File: src/rtl/gear_timer_pkg.sv
package gear_timer_pkg;
  typedef enum logic [1:0] {
    SRC_EXT = 2'b00,
    SRC_T2  = 2'b01,
    SRC_T8  = 2'b10,
    SRC_T32 = 2'b11
  } src_sel_e;

  typedef struct packed {
    logic [2:0] gear;
    logic       clr_en;
    src_sel_e   src;
  } mode_t;

  localparam int unsigned MODE_W   = $bits(mode_t);
  localparam logic [1:0]  ADR_MODE = 2'd0;
  localparam logic [1:0]  ADR_RUN  = 2'd1;
  localparam logic [1:0]  ADR_CMP  = 2'd2;
  localparam logic [1:0]  ADR_CNT  = 2'd3;
endpackage

File: src/rtl/gear_timer_base.sv
// Gear divider followed by fixed divide-by-8, as an enable pulse.
module gear_timer_base #(
  parameter int unsigned GEAR_MAX = 4,
  parameter int unsigned FIX_LOG  = 3
) (
  input  logic       clk_i,
  input  logic       rst_ni,
  input  logic       run_i,
  input  logic [2:0] gear_i,
  output logic       base_en_o
);
  localparam int unsigned DIV_W = GEAR_MAX + FIX_LOG;

  logic [DIV_W-1:0] div_q;
  logic [DIV_W-1:0] mask;
  logic [2:0]       gear_eff;

  always_comb begin
    gear_eff = (gear_i > 3'(GEAR_MAX)) ? 3'(GEAR_MAX) : gear_i;
    mask     = (DIV_W'(1) << (gear_eff + 3'(FIX_LOG))) - DIV_W'(1);
  end

  always_ff @(posedge clk_i or negedge rst_ni) begin
    if (!rst_ni)     div_q <= '0;
    else if (!run_i) div_q <= '0;
    else             div_q <= div_q + DIV_W'(1);
  end

  assign base_en_o = run_i && ((div_q & mask) == mask);
endmodule

File: src/rtl/gear_timer_psc.sv
// Prescaler with taps at 1/2, 1/8, 1/32 (tap i divides by 2^(2i+1)).
module gear_timer_psc #(
  parameter int unsigned NUM_TAPS = 3
) (
  input  logic                clk_i,
  input  logic                rst_ni,
  input  logic                run_i,
  input  logic                base_en_i,
  output logic [NUM_TAPS-1:0] tap_en_o,
  output logic [2*NUM_TAPS-2:0] psc_o
);
  localparam int unsigned PSC_W = 2 * NUM_TAPS - 1;

  logic [PSC_W-1:0] psc_q;

  always_ff @(posedge clk_i or negedge rst_ni) begin
    if (!rst_ni)        psc_q <= '0;
    else if (!run_i)    psc_q <= '0;
    else if (base_en_i) psc_q <= psc_q + PSC_W'(1);
  end

  for (genvar i = 0; i < NUM_TAPS; i++) begin : g_tap
    assign tap_en_o[i] = run_i && base_en_i && (&psc_q[2*i:0]);
  end

  assign psc_o = psc_q;
endmodule

File: src/rtl/gear_timer_ext.sv
// Two-flop synchronizer plus rising edge detect.
module gear_timer_ext (
  input  logic clk_i,
  input  logic rst_ni,
  input  logic ext_i,
  output logic rise_o
);
  logic s1_q, s2_q, s3_q;

  always_ff @(posedge clk_i or negedge rst_ni) begin
    if (!rst_ni) begin
      s1_q <= 1'b0;
      s2_q <= 1'b0;
      s3_q <= 1'b0;
    end else begin
      s1_q <= ext_i;
      s2_q <= s1_q;
      s3_q <= s2_q;
    end
  end

  assign rise_o = s2_q & ~s3_q;
endmodule

File: src/rtl/gear_timer_cnt.sv
module gear_timer_cnt #(
  parameter int unsigned CNT_W = 16
) (
  input  logic             clk_i,
  input  logic             rst_ni,
  input  logic             run_i,
  input  logic             cnt_en_i,
  input  logic             clr_en_i,
  input  logic [CNT_W-1:0] cmp_i,
  output logic [CNT_W-1:0] cnt_o,
  output logic             ovf_o
);
  logic [CNT_W-1:0] cnt_q;
  logic             ovf_q;
  logic             hit;

  assign hit = clr_en_i && (cnt_q == cmp_i);

  always_ff @(posedge clk_i or negedge rst_ni) begin
    if (!rst_ni) begin
      cnt_q <= '0;
      ovf_q <= 1'b0;
    end else if (!run_i) begin
      cnt_q <= '0;
      ovf_q <= 1'b0;
    end else begin
      ovf_q <= 1'b0;
      if (cnt_en_i) begin
        if (hit) begin
          cnt_q <= '0;
        end else begin
          cnt_q <= cnt_q + CNT_W'(1);
          ovf_q <= &cnt_q;
        end
      end
    end
  end

  assign cnt_o = cnt_q;
  assign ovf_o = ovf_q;
endmodule

File: src/rtl/gear_timer.sv
module gear_timer
  import gear_timer_pkg::*;
#(
  parameter int unsigned DATA_W   = 16,
  parameter int unsigned CNT_W    = 16,
  parameter int unsigned GEAR_MAX = 4,
  parameter int unsigned NUM_TAPS = 3
) (
  input  logic              clk_i,
  input  logic              rst_ni,
  input  logic              wr_en_i,
  input  logic [1:0]        wr_addr_i,
  input  logic [DATA_W-1:0] wr_data_i,
  input  logic [1:0]        rd_addr_i,
  output logic [DATA_W-1:0] rd_data_o,
  input  logic              ext_clk_i,
  output logic              ovf_o
);
  localparam int unsigned PSC_W = 2 * NUM_TAPS - 1;

  mode_t            mode_q;
  logic             run_q, prun_q;
  logic [CNT_W-1:0] cmp_q;
  logic [CNT_W-1:0] cnt;
  logic             base_en, ext_rise, cnt_en;
  logic [NUM_TAPS-1:0] tap_en;
  logic [PSC_W-1:0] psc_val;
  logic             unused_wr;

  assign unused_wr = ^wr_data_i;

  always_ff @(posedge clk_i or negedge rst_ni) begin
    if (!rst_ni) begin
      mode_q <= '0;
      run_q  <= 1'b0;
      prun_q <= 1'b0;
      cmp_q  <= '0;
    end else if (wr_en_i) begin
      unique case (wr_addr_i)
        ADR_MODE: mode_q <= mode_t'(wr_data_i[MODE_W-1:0]);
        ADR_RUN: begin
          run_q  <= wr_data_i[0];
          prun_q <= wr_data_i[1];
        end
        ADR_CMP: cmp_q <= wr_data_i[CNT_W-1:0];
        default: ;
      endcase
    end
  end

  always_comb begin
    rd_data_o = '0;
    unique case (rd_addr_i)
      ADR_MODE: rd_data_o[MODE_W-1:0] = mode_q;
      ADR_RUN:  rd_data_o[1:0]        = {prun_q, run_q};
      ADR_CMP:  rd_data_o[CNT_W-1:0]  = cmp_q;
      default:  rd_data_o[CNT_W-1:0]  = cnt;
    endcase
  end

  gear_timer_base #(.GEAR_MAX(GEAR_MAX), .FIX_LOG(3)) u_base (
    .clk_i    (clk_i),
    .rst_ni   (rst_ni),
    .run_i    (prun_q),
    .gear_i   (mode_q.gear),
    .base_en_o(base_en)
  );

  gear_timer_psc #(.NUM_TAPS(NUM_TAPS)) u_psc (
    .clk_i    (clk_i),
    .rst_ni   (rst_ni),
    .run_i    (prun_q),
    .base_en_i(base_en),
    .tap_en_o (tap_en),
    .psc_o    (psc_val)
  );

  gear_timer_ext u_ext (
    .clk_i (clk_i),
    .rst_ni(rst_ni),
    .ext_i (ext_clk_i),
    .rise_o(ext_rise)
  );

  always_comb begin
    unique case (mode_q.src)
      SRC_EXT: cnt_en = ext_rise;
      SRC_T2:  cnt_en = tap_en[0];
      SRC_T8:  cnt_en = tap_en[1];
      default: cnt_en = tap_en[2];
    endcase
  end

  gear_timer_cnt #(.CNT_W(CNT_W)) u_cnt (
    .clk_i   (clk_i),
    .rst_ni  (rst_ni),
    .run_i   (run_q),
    .cnt_en_i(cnt_en),
    .clr_en_i(mode_q.clr_en),
    .cmp_i   (cmp_q),
    .cnt_o   (cnt),
    .ovf_o   (ovf_o)
  );
endmodule

File: config.mk
export PLATFORM = sky130hd
export DESIGN_NAME = gear_timer
export DESIGN_NICKNAME = d
export VERILOG_FILES = /design/src/rtl/gear_timer_pkg.sv /design/src/rtl/gear_timer_base.sv /design/src/rtl/gear_timer_psc.sv /design/src/rtl/gear_timer_ext.sv /design/src/rtl/gear_timer_cnt.sv /design/src/rtl/gear_timer.sv
export SDC_FILE = /design/constraint.sdc
export NUM_CORES = 1
export LEC_CHECK = 0
export ABC_AREA = 1
export BUFFER_PORTS_ARGS = -buffer_cell sky130_fd_sc_hd__buf_2
export CAP_MARGIN = 5
export CORE_MARGIN = 10
export CORE_UTILIZATION = 35
export DETAILED_ROUTE_END_ITERATION = 8
export PLACE_DENSITY_LB_ADDON = 0.12
export SETUP_SLACK_MARGIN = 0.05
export SLEW_MARGIN = 10
export SYNTH_ARGS = -nofsm -noshare
export SYNTH_HDL_FRONTEND = slang
export SYNTH_HIERARCHICAL = 1
export SYNTH_SLANG_ARGS = --single-unit
File: constraint.sdc
create_clock -name clk_i -period 2.5 [get_ports clk_i]
set_input_delay 0.125 -clock clk_i [delete_from_list [all_inputs] [get_ports clk_i]]
set_output_delay 0.125 -clock clk_i [all_outputs]
set_load 0.005 [all_outputs]
==> results.py <==
metrics = {
    "run_status": {
        "outcome": "completed",
    },
    "critical_path": {
        "crit_chain": "ha_1, nand3_1, nand3b_1, nor2_2, nand2_2, nor2_1, nand3_1, nand4_1, inv_2, nand2_4, inv_4, nor2_4, nand4_1, or2_1, nand2_2, a21oi_2",
        "crit_family": "simple AND/OR/NAND/NOR gates",
        "critPathBufInv": 2,
        "slowest_delay_ns": 0.40,
        "arrival_ns": 2.55,
        "cp-end-kind": "register",
        "slowest_stage": "dfrtp_1",
        "worstPathRequired_ns": 2.70,
        "crit_fanout": 7,
        "rr_startpoint": "u_base/div_q[1]$_DFF_PN0_",
        "crit_start": "u_base/div_q[1]$_DFF_PN0_",
        "start_kind": "register",
        "crit_type": "register to register",
    },
    "sta": {
        "rsz0062_at_grt": "yes",
        "worst_slack_ns": 0.149,
        "worstMarginPinSlew_ns": 0.432,
        "slew_violations": 0,
        "slew_headroom": 0.711,
        "fmax_mhz": 425,
        "finalCriticalPeriod_ns": 2.35,
        "setup_violations": 0,
        "finalHoldViolations": 0,
        "period_share": 0.941,
        "clock_skew_ns": 0.0121,
    },
    "logic_synthesis": {
        "synthFlopType": "dfrtp_1",
        "yosysWarnings": 6,
        "synthSimpleGateAreaFrac": 0.328,
        "synth_top_family_by_area": "simple AND/OR/NAND/NOR gates",
        "syn_inst": 445,
        "synth-xor-area-share": 0.0345,
        "synth_edf_count": 0,
        "yosysSeqAreaShare": 0.425,
        "async_flop_share": 1.00,
        "netlist_top_cells_count": "147 x nand2_1, 59 x inv_1, 56 x dfrtp_1, 33 x o21ai_0, 31 x nand3_1",
        "synth_area_leaders": "dfrtp_1 42%, nand2_1 17%, inv_1 6.7%",
        "yosysTopAreaCell": "dfrtp_1",
        "synth.area.mux_share": 0,
        "synth_fa_ha_area_frac": 0.0227,
        "synth_fp_nets": 475,
        "synth_top_area_share": 0.425,
        "syn_avg_cell_area_um2": 7.42,
        "synth_compound_area_frac": 0.0929,
        "ys_ff_latch": 56,
        "syn-cell-area_um2": 3300,
        "synth_most_common_cell": "nand2_1",
        "yosysUniqueCellTypes": 35,
    },
    "die": {
        "fp.dieH_um": 117,
        "core_um2": 9200,
        "initial_core_util": 0.359,
        "rows": 35,
        "pin_count": 41,
        "die_x_um": 117,
        "dieArea_um2": 13700,
    },
    "global_routing": {
        "grt.met3_usage": 0.0260,
        "grt_overflow": 0,
        "first_global_vias": 2741,
        "grt.met1_usage": 0.182,
        "grt_use_met2": 0.181,
        "grt_pass1_wl_um": 13700,
        "grtUsageTotal": 0.124,
        "grt_max_degree": 33,
        "top_usage_layer": "met1",
        "antenna_found_initial": 0,
    },
    "final_layout": {
        "antenna_cells": 0,
        "syn_to_final_growth_pct": 17.0,
        "stdcell_count": 609,
        "drive_gt1_frac": 0.205,
        "nNetsFinal": 528,
    },
    "placement": {
        "place_inst": 594,
        "port_buffers": 40,
        "pre_cts_ws_ns": 0.0884,
        "gp_congestion": 0.821,
        "hpwl_um": 6180,
    },
    "detailed_routing": {
        "vias": 2858,
        "viasPerCell": 4.69,
        "drt_iter0_drc": 145,
        "drt_pass1_iterations": 4,
        "post_drt_wl_per_cell_um": 13.1,
        "ant_nets": 0,
        "drc_errors": 0,
        "drt-total-wl_um": 7980,
    },
    "clocking": {
        "cts_max_path_buffers": 2,
        "cts_sinks": 56,
        "root_buffer": "clkbuf_8",
        "insertion_delay_ns": 0.31,
        "path_clk_slew_ns": 0.10,
        "cts_made_buffers": 5,
        "cts_tree": "built",
        "htreeDepth": 2,
    },
    "pwr": {
        "power.share.clock": 0.324,
        "p_sw_uw": 598,
        "p_int_mw": 1.52,
        "switching_share": 0.282,
        "p_leak_nw": 1.92,
        "comb_power_share": 0.178,
        "power_frac_seq": 0.498,
        "peakVddDrop_uv": 328,
        "power_density_nw_per_um2": 549,
    },
    "run": {
        "drv_cap": 0,
    },
    "worst_hold_path": {
        "min_from": "wr_data_i[13]",
        "hp-class": "primary input to register",
    },
}
## logic make-up after synthesis
group | count (synthesis)
AOI/OAI and AO/OA | 53
xor gates and xnor gates | 13
buffers and inverters | 75
and+or+nand+nor | 242
adders and majority gates | 6
DFF | 56
## registers in the layout (all words and copies together), names as in the netlist
register,flops
prun_q,1
u_ext/s2_q,1
u_cnt/cnt_o,16
u_base/div_q,7
cmp_q,16
u_cnt/ovf_o,1
u_ext/s3_q,1
u_psc/psc_o,5
mode_q,6
run_q,1
u_ext/s1_q,1
## metrics by stage
stage / hold WS, ns / TNS, ns / area, um^2 / power [mW] / utilization
4_1_cts: 0.0434 / 0 / 3770 / 2.13 / 0.410
2_1_floorplan: -0.171 / 0 / 3300 / 1.29 / -
3_3_place_gp: 0.152 / 0 / 3620 / 1.42 / 0.393
5_1_grt: 0.0547 / -0.158 / 3860 / 2.26 / 0.420
3_5_place_dp: 0.157 / 0 / 3620 / 1.43 / 0.393
6_report: 0.0549 / 0 / 3860 / 2.12 / 0.420
## layer usage
layer / share of wire / routed length (um)
met1: 0.51 / 4060
met2: 0.43 / 3430
met3: 0.057 / 452
met4: 0.0048 / 38
met5: 0 / 0
## worst register-to-register path, delay by kind of cell, from the launching register on
| kind | cells | cell delay, ns |
|---|---|---|
| AND/OR/NAND/NOR | 12 | 1.51 |
| flip-flops | 1 | 0.40 |
| adder cells (fa/ha/maj) | 1 | 0.16 |
| buffers and inverters | 2 | 0.14 |
| AO/OA/AOI/OAI | 1 | 0.03 |
## layout make-up
class	count	area (um^2)
clock buffer	5	68.8
clock inverter	2	60.1
fill	988	5330
inverter	66	250
multi-input combinational	314	1620
sequential	56	1400
tap	111	139
timing repair buffer	55	325
## what timing repair did
action	4_1_cts	5_1_grt
endpoints found under the setup margin	0	10
gates resized for setup	0	14
buffers inserted	0	6
hold endpoints to repair	57	0
hold buffers	2	0
## cells in the final DEF, fill, tap and decap left out, drive strengths merged
master / n
xnor2: 4
nand3: 33
dlygate4sd3: 2
and3: 1
clkbuf: 5
or2: 1
nor3: 5
buf: 53
a21oi: 16
nor4: 1
dfrtp: 56
a21boi: 2
bufinv: 2
xor2: 9
nand3b: 1
ha: 6
o21bai: 1
o21ai: 34
inv: 66
nand2: 152
nor2: 38
nand4: 10
## path summary, 6_finish.rpt
kind | to | slack [ns] | cells past startpoint
min | cmp_q[13]$_DFFE_PN0P_ | 0.05 | 3
max reg2reg | u_cnt/cnt_o[10]$_DFFE_PN0P_ | 0.15 | 16
min reg2reg | u_ext/s2_q$_DFF_PN0_ | 0.36 | 0
min in group asynchronous | u_base/div_q[4]$_DFF_PN0_ | 0.33 | 3
max | u_cnt/cnt_o[10]$_DFFE_PN0P_ | 0.15 | 16
max in group asynchronous | u_cnt/cnt_o[12]$_DFFE_PN0P_ | 1.82 | 3
## power groups by stage
stage | Sequential [mW] | Clock (mW) | Combinational (mW)
finish | 1.06 | 0.687 | 0.377
global route | 1.07 | 0.747 | 0.438
CTS | 1.06 | 0.713 | 0.358
detailed placement | 1.08 | 0 | 0.354
global placement | 1.07 | 0 | 0.351
floorplan | 1.06 | 0 | 0.236
Note: power is estimated with default switching activity, not from simulation.
